[src/rtl/pwmHandoffPkg.sv]
package pwmHandoffPkg;
  // Strobes from control into the datapath latch
  typedef struct packed {
    logic setReq;
    logic rstReq;
  } gateCmd_t;

  // Status from the datapath back to control
  typedef struct packed {
    logic oscTick;
    logic limitHit;
  } dpStat_t;
endpackage

[src/rtl/pwmPulseQual.sv]
module pwmPulseQual #(
  parameter int WW = 6
) (
  input  logic          clk,
  input  logic          rstN,
  input  logic          pulseIn,
  input  logic [WW-1:0] minW,
  input  logic [WW-1:0] maxW,
  output logic          evOut
);
  localparam logic [WW-1:0] SAT = '1;

  logic [WW-1:0] wCnt;

  // wCnt holds the number of high cycles seen so far; it saturates
  always_ff @(posedge clk or negedge rstN) begin
    if (!rstN) begin
      wCnt  <= '0;
      evOut <= 1'b0;
    end else begin
      evOut <= !pulseIn && (wCnt != '0) && (wCnt >= minW) && (wCnt <= maxW);
      if (!pulseIn)         wCnt <= '0;
      else if (wCnt != SAT) wCnt <= wCnt + 1'b1;
    end
  end
endmodule

[src/rtl/pwmHandoffDatapath.sv]
module pwmHandoffDatapath
  import pwmHandoffPkg::*;
#(
  parameter int PW = 12
) (
  input  logic          clk,
  input  logic          rstN,
  input  logic [PW-1:0] periodCfg,
  input  logic [PW-1:0] ssLimit,
  input  gateCmd_t      cmd,
  output dpStat_t       stat,
  output logic          gateOut
);
  localparam int CW = PW + 5;

  logic [PW-1:0] phaseCnt;
  logic [CW-1:0] clampProd;
  logic [PW-1:0] clampCycles;
  logic [PW-1:0] onLimit;
  logic          gateQ;
  logic          setTaken;

  // 72% of the period, rounded down
  assign clampProd   = {5'd0, periodCfg} * CW'(18);
  assign clampCycles = PW'(clampProd / CW'(25));
  assign onLimit     = (ssLimit < clampCycles) ? ssLimit : clampCycles;

  assign setTaken      = cmd.setReq && !cmd.rstReq && !gateQ;
  assign stat.oscTick  = (phaseCnt == '0);
  assign stat.limitHit = gateQ && (phaseCnt >= onLimit);
  assign gateOut       = gateQ;

  always_ff @(posedge clk or negedge rstN) begin
    if (!rstN) begin
      phaseCnt <= '0;
      gateQ    <= 1'b0;
    end else begin
      if (setTaken)                               phaseCnt <= PW'(1);
      else if (phaseCnt >= periodCfg - PW'(1))    phaseCnt <= '0;
      else                                        phaseCnt <= phaseCnt + 1'b1;

      if (cmd.rstReq)      gateQ <= 1'b0;
      else if (cmd.setReq) gateQ <= 1'b1;
    end
  end
endmodule

[src/rtl/pwmHandoffCtrl.sv]
module pwmHandoffCtrl
  import pwmHandoffPkg::*;
#(
  parameter int PW = 12,
  parameter int NF = 7
) (
  input  logic          clk,
  input  logic          rstN,
  input  logic          startEv,
  input  logic          stopEv,
  input  logic [NF-1:0] faultVec,
  input  logic          handoffClear,
  input  logic [PW-1:0] ssLimit,
  input  dpStat_t       stat,
  output gateCmd_t      cmd,
  output logic          syncQ
);
  // The restart request beats a stop in the same cycle
  always_ff @(posedge clk or negedge rstN) begin
    if (!rstN)             syncQ <= 1'b0;
    else if (handoffClear) syncQ <= 1'b0;
    else if (stopEv)       syncQ <= 1'b1;
  end

  always_comb begin
    cmd.setReq = syncQ ? startEv : stat.oscTick;
    cmd.rstReq = (|faultVec) || handoffClear || stopEv || stat.limitHit
                 || (ssLimit == '0);
  end
endmodule

[src/rtl/pwmHandoff.sv]
module pwmHandoff
  import pwmHandoffPkg::*;
#(
  parameter int PW = 12,
  parameter int WW = 6,
  parameter int NF = 7
) (
  input  logic          clk,
  input  logic          rstN,
  input  logic          startPulse,
  input  logic          stopPulse,
  input  logic [WW-1:0] minWidth,
  input  logic [WW-1:0] maxWidth,
  input  logic [PW-1:0] ssLimit,
  input  logic [NF-1:0] faultVec,
  input  logic          handoffClear,
  input  logic [PW-1:0] periodCfg,
  output logic          gateOut,
  output logic          synced,
  output logic          oscTick
);
  localparam int NCH = 2;  // channel 0 = start, channel 1 = stop

  logic [NCH-1:0] pulseVec;
  logic [NCH-1:0] evVec;
  gateCmd_t       cmd;
  dpStat_t        stat;

  assign pulseVec = {stopPulse, startPulse};

  for (genvar ch = 0; ch < NCH; ch++) begin : g_qual
    pwmPulseQual #(.WW(WW)) qual_i (
      .clk    (clk),
      .rstN   (rstN),
      .pulseIn(pulseVec[ch]),
      .minW   (minWidth),
      .maxW   (maxWidth),
      .evOut  (evVec[ch])
    );
  end

  pwmHandoffCtrl #(.PW(PW), .NF(NF)) ctrl_i (
    .clk         (clk),
    .rstN        (rstN),
    .startEv     (evVec[0]),
    .stopEv      (evVec[1]),
    .faultVec    (faultVec),
    .handoffClear(handoffClear),
    .ssLimit     (ssLimit),
    .stat        (stat),
    .cmd         (cmd),
    .syncQ       (synced)
  );

  pwmHandoffDatapath #(.PW(PW)) dp_i (
    .clk      (clk),
    .rstN     (rstN),
    .periodCfg(periodCfg),
    .ssLimit  (ssLimit),
    .cmd      (cmd),
    .stat     (stat),
    .gateOut  (gateOut)
  );

  assign oscTick = stat.oscTick;
endmodule

[config.mk]
export PLATFORM = sky130hd
export DESIGN_NAME = pwmHandoff
export DESIGN_NICKNAME = d
export VERILOG_FILES = /design/src/rtl/pwmHandoffPkg.sv /design/src/rtl/pwmPulseQual.sv /design/src/rtl/pwmHandoffDatapath.sv /design/src/rtl/pwmHandoffCtrl.sv /design/src/rtl/pwmHandoff.sv
export SDC_FILE = /design/constraint.sdc
export NUM_CORES = 1
export LEC_CHECK = 0
export ABC_CLOCK_PERIOD_IN_PS = 4100
export BUFFER_PORTS_ARGS = -buffer_cell sky130_fd_sc_hd__buf_4
export CAP_MARGIN = 30
export CORE_MARGIN = 2
export CORE_UTILIZATION = 59
export CTS_CLUSTER_DIAMETER = 50
export CTS_CLUSTER_SIZE = 24
export DETAILED_ROUTE_END_ITERATION = 10
export GPL_TIMING_DRIVEN = 0
export PLACE_DENSITY = 0.86
export SLEW_MARGIN = 25
export SYNTH_ARGS = -nofsm -noshare
export SYNTH_HDL_FRONTEND = slang
export SYNTH_SLANG_ARGS = --single-unit
export TNS_END_PERCENT = 100
[constraint.sdc]
create_clock -name clk -period 4.1 [get_ports clk]
set_input_delay 0.41 -clock clk [delete_from_list [all_inputs] [get_ports clk]]
set_output_delay 0.41 -clock clk [all_outputs]
set_load 0.05 [all_outputs]
==> impl_metrics.tcl, run 1 <==
set metrics [dict create \
    critical_path_arrival_ns 11.65 \
    slew_viol_final 0 \
    cp_slowest_cell "o311a_1" \
    grt_setup_unrepaired "true" \
    grt_pass1_wl_um 32400 \
    die_height_um 108 \
    drt_first_pass_iters 10 \
    reg2regPathDepth 19 \
    hold_viol_final 0 \
    crit_type "input pin to register" \
    hpwl_um 13700 \
    coreArea_sq_um 10700 \
    critPathMaxStageDelay_ns 0.50 \
    ys.flop_type "dfrtp_1" \
    synth.area.top_cells "ha_1 17%, dfrtp_1 11%, a21oi_1 4.4%, nor2_1 4.2%, o21ai_0 3.5%" \
    critical_path_peak_fanout 8 \
    io_buffers 50 \
    finalCritPeriodShare_pct 279 \
    avgRoutedWirePerCell_um 19.7 \
    setup_slack_ns -7.33 \
    synth_area_leader_cell "ha_1" \
    synth-simple-area-share_pct 22.5 \
    yosysSeqAreaShare_pct 10.9 \
    utilization_pct 82.8 \
    start_util_pct 60.0 \
    place_congestion 0.953 \
    pin_count 51 \
    syn_nets 965 \
    skew_ns 0.00640 \
    via_count 7845 \
    nNetsFinal 1130 \
    drive_above_1_share_pct 34.5 \
    die_area_sq_um 11800 \
    totalWireLength_um 22300 \
    cts.sinks 28 \
    status "finished, violations left" \
    violations "negative setup slack" \
    cts_made_buffers 3 \
    synthTopCellsByCount "88 x ha_1, 72 x nor2_1, 56 x a21oi_1" \
    clockBufferDepth 2 \
    worstMarginPinSlew_ns 0.678 \
    synthAdderAreaFrac_pct 17.9 \
    cp_top_family "compound AO/OA/AOI/OAI gates" \
    synth.top_cell.area_share_pct 17.1 \
    dr.first_iter.drc_count 1245 \
    r2r_slack_ns 0.75 \
    fp-row-count 38 \
    final_cells 1132 \
    fillCellCount 605 \
    final.min_clock_period_ns 11.43 \
    cts-root-buf "clkbuf_8" \
    grt_pass1_vias 7143 \
    synth_cells 828 \
    cts_tree "yes" \
    ant_nets 0 \
    area_delta_synth_final_pct 38.1 \
    cpMostUsedCell "buf_6" \
    r2r-end "dp_i.phaseCnt[7]$_DFF_PN0_" \
    timing.rr.start "dp_i.phaseCnt[0]$_DFF_PN0_" \
    cp-end-kind "register" \
    whs_ns 0.0219 \
    worstPathRequired_ns 4.32 \
    synth_xor_area_share_pct 5.28 \
    drv_cap 0 \
    grt_max_degree 29 \
    syn_area_sq_um 6440 \
    synth_top_family_by_area "compound AO/OA/AOI/OAI gates" \
    track_usage_pct 33.3 \
    relSlewSlack_pct 54.6 \
    cts.clk_slew.worst_paths_ns 0.10 \
    insertedDiodeCount 0 \
    cp-start-kind "input pin" \
    synth-async-reset-ratio_pct 100 \
    die_w_um 108 \
    max_freq_mhz 87.5 \
    yosysMostFrequentCell "ha_1" \
    placed_cells 1018 \
    yosysUniqueCellTypes 107 \
    muxShareOfSynthArea_pct 4.97 \
    setup_viol 1 \
    holdCritPathClass "input pin to asynchronous set/reset pin" \
    synth_seq_cells 28 \
    tns_ns -7.33 \
    antenna_found_initial 0 \
    vias_per_cell 6.93 \
    clock_latency_ns 0.28 \
    htree_levels 1 \
    synth_compound_area_share_pct 34.2 \
    syn-mean-instance-area_sq_um 7.78 \
    path_buf_inv 10 \
    ys_warn_count 0 \
    synth_edf_count 0 \
    grt.overflow.total 0 \
    drc 0 \
]
==> worst reg2reg max path, delay by kind of cell, from the launching register on <==
family                   cells  cell delay, ns
AO/OA/AOI/OAI                8            1.41
adder cells (fa/ha/maj)      1            0.24
buffers and inverters        1            0.14
flip-flops                   1            0.42
AND/OR/NAND/NOR              9            1.05
==> cell type report <==
class | count | area (sq um) | share of cell area (%)
multi-input combinational | 736 | 6390 | 71.8
clock buffer | 4 | 55.1 | 0.619
tap | 140 | 175 | 1.97
sequential | 28 | 701 | 7.88
buffer | 18 | 146 | 1.65
timing repair buffer | 161 | 1260 | 14.2
inverter | 45 | 169 | 1.90
==> layout by cell type, fill, tap and decap left out, types with 10 or more instances in the layout <==
cell type,instances
ha_1,76
xnor2_1,18
buf_6,14
o21ai_0,34
nand2b_1,14
nor2_1,60
buf_4,154
xor2_1,16
and3_1,14
inv_1,42
o21a_1,14
nor2b_1,16
nor3_1,22
o211ai_1,12
nor4_1,10
mux2i_1,12
o21ai_1,10
a21oi_1,48
ha_4,12
a21o_1,17
nand3_1,32
dfrtp_1,28
nand2_1,48
==> layer usage <==
layer,share of wire [%],track usage [%],vias up
met2,49,59.2,500
met5,0,0,-
met1,38,40.2,3661
met3,7.4,4.64,164
li1,-,-,3520
met4,5.6,13.3,0
==> through the flow <==
step	setup slack, ns	instance area [sq um]
3_5_place_dp	-7.81	7220
6_report	-7.33	8900
2_1_floorplan	-6.27	6670
4_1_cts	-6.86	8220
3_3_place_gp	-7.56	7220
5_1_grt	-7.81	8900
==> cell families after synthesis <==
kind of cell / count (synthesis)
AO/OA/AOI/OAI: 297
XOR/XNOR: 38
adder cells (fa/ha/maj): 92
buffers and inverters: 64
flip-flops: 28
multiplexers: 27
AND/OR/NAND/NOR: 282
==> how the worst max path moves through the flow <==
stage                       startpoint                        to  slack (ns)  cells after the start
after floorplan           periodCfg[1]  dp_i.gateOut$_DFFE_PN0P_       -6.27                     52
after detailed placement  periodCfg[3]  dp_i.gateOut$_DFFE_PN0P_       -7.81                     51
after global placement    periodCfg[1]  dp_i.gateOut$_DFFE_PN0P_       -7.56                     53
after CTS                 periodCfg[4]  dp_i.gateOut$_DFFE_PN0P_       -6.86                     56
after global routing      periodCfg[7]  dp_i.gateOut$_DFFE_PN0P_       -7.81                     58
final                     periodCfg[1]  dp_i.gateOut$_DFFE_PN0P_       -7.33                     56
==> flip-flops by register name, summed over array words and instances (netlist names) <==
register	cells
g_qual.qual_i.wCnt	12
g_qual.qual_i.evOut	2
ctrl_i.syncQ	1
dp_i.gateOut	1
dp_i.phaseCnt	12
==> timing repair <==
action,CTS,global route
pin swaps,62,76
hold buffers,0,0
gates resized for setup,83,67
setup buffers,63,47
cloned,1,0
endpoints found under the setup margin,1,1
Power of run 1 is not shown: default switching activity piles up to over one toggle a cycle in this logic, so the estimate is an artifact.
==> run 2, diff against run 1 <==
ABC_CLOCK_PERIOD_IN_PS = 12350   (was 4100)
clock period = 12.35 ns   (was 4.1 ns; I/O delays follow)
==> impl_metrics.tcl, run 2 (same netlist as run 1, synthesis figures left out) <==
set metrics [dict create \
    drt_first_pass_iters 6 \
    critPathMaxStageDelay_ns 0.54 \
    critical_path_peak_fanout 8 \
    cp-start-kind "input pin" \
    setup_slack_ns 0.0480 \
    placed_cells 1018 \
    finalInstanceArea_sq_um 8650 \
    ant_nets 0 \
    final.min_clock_period_ns 12.30 \
    htree_levels 1 \
    start_util_pct 60.0 \
    avgRoutedWirePerCell_um 18.8 \
    regArea_sq_um 701 \
    holdCritPathClass "register to register" \
    io_buffers 50 \
    final_cell_mix "123 x buf_4, 80 x ha_1, 61 x nor2_1" \
    status "complete, no violations" \
    totalWireLength_um 20900 \
    via_count 7491 \
    cts.sinks 28 \
    dp_slack_ns -0.854 \
    grt_max_degree 29 \
    area_delta_synth_final_pct 34.2 \
    clock_latency_ns 0.27 \
    grt_pass1_vias 6359 \
    hold_viol_final 0 \
    drive_above_1_share_pct 32.5 \
    track_usage_pct 29.2 \
    cp-end-kind "register" \
    fp-row-count 38 \
    coreArea_sq_um 10700 \
    crit_type "input pin to register" \
    nNetsFinal 1107 \
    grt_pass1_wl_um 28800 \
    relSlewSlack_pct 46.8 \
    wl_met3_um 1310 \
    worstPathRequired_ns 12.57 \
    die_height_um 108 \
    highest_layer "met4" \
    cpMostUsedCell "buf_6" \
    final_cells 1109 \
    cts_hold_buf 0 \
    cts_made_buffers 3 \
    hpwl_um 13400 \
    slew_viol_final 0 \
    wl_met2_um 10400 \
    wl_met1_um 8390 \
    place_area_sq_um 6990 \
    max_freq_mhz 81.3 \
    critical_path_arrival_ns 12.52 \
    antenna_found_initial 0 \
    dr.first_iter.drc_count 815 \
    fillCellCount 667 \
    die_w_um 108 \
    cts.clk_slew.worst_paths_ns 0.10 \
    finalCritPeriodShare_pct 99.6 \
    vias_per_cell 6.75 \
    cts-root-buf "clkbuf_8" \
    worstMarginPinSlew_ns 0.796 \
    place_congestion 0.980 \
    clockBufferDepth 2 \
    reg.largest.list "dp_i.phaseCnt (12), g_qual.qual_i.wCnt (12), g_qual.qual_i.evOut (2)" \
    grt.overflow.total 0 \
    setup_viol 0 \
    drc 0 \
    final_common_cell "buf_4" \
    drv_cap 0 \
    cp_slowest_cell "or4_4" \
    multi_input_area_sq_um 6270 \
    cts_tree "yes" \
    insertedDiodeCount 0 \
    skew_ns 0.00935 \
    pin_count 51 \
    die_area_sq_um 11800 \
]
-- run 2: changes by cell type in the layout (fill, tap and decap cells not counted), sizes merged --
cell / change
buf: -23
-- run 2: layout make-up --
class	count	share of cell area (%)
timing repair buffer	138	13.0
tap	140	2.03
multi-input combinational	736	72.5
clock buffer	4	0.637
sequential	28	8.10
inverter	45	1.95
buffer	18	1.77
-- run 2: worst paths after layout --
path / startpoint / endpoint / slack, ns / cells after the start
hold reg to reg: g_qual[1].qual_i.evOut$_DFF_PN0_ / ctrl_i.syncQ$_DFFE_PN0P_ / 0.52 / 2
hold / removal: g_qual[1].qual_i.evOut$_DFF_PN0_ / ctrl_i.syncQ$_DFFE_PN0P_ / 0.52 / 2
setup / recovery: periodCfg[4] / dp_i.gateOut$_DFFE_PN0P_ / 0.05 / 57
setup reg to reg: dp_i.phaseCnt[0]$_DFF_PN0_ / dp_i.phaseCnt[6]$_DFF_PN0_ / 8.98 / 19
min in group asynchronous: rstN / g_qual[0].qual_i.wCnt[0]$_DFFE_PN0P_ / 0.85 / 1
max in group asynchronous: rstN / dp_i.phaseCnt[6]$_DFF_PN0_ / 11.22 / 1
-- run 2: routing by layer --
metal	GRT usage [%]	vias to the layer above
met1	38.6	3547
met3	1.81	92
met2	52.6	380
met4	5.31	0
li1	-	3472
met5	0	-
-- run 2: stage by stage --
step                hold slack, ns  TNS [ns]  utilization (%)
floorplan                    0.461         0                -
global placement             0.500    -0.684             65.1
detailed placement           0.481    -0.854             65.1
CTS                          0.517         0             68.7
global route                 0.544    -0.497             80.5
finish                       0.519         0             80.5
-- run 2: worst max-delay path: cells and delay by family --
| kind | cells | cell delay [ns] |
|---|---|---|
| muxes | 1 | 0.35 |
| adders and majority gates | 4 | 1.12 |
| xor gates and xnor gates | 1 | 0.17 |
| AOI/OAI and AO/OA | 28 | 6.20 |
| buffers and inverters | 8 | 1.09 |
| and+or+nand+nor | 15 | 2.33 |
-- run 2: what timing repair did --
action / in CTS / in global routing
buffers inserted: 18 / 70
endpoints found under the setup margin: 1 / 1
resized for setup: 35 / 154
pin swaps: 11 / 82
Power of run 2 is left out for the same reason.
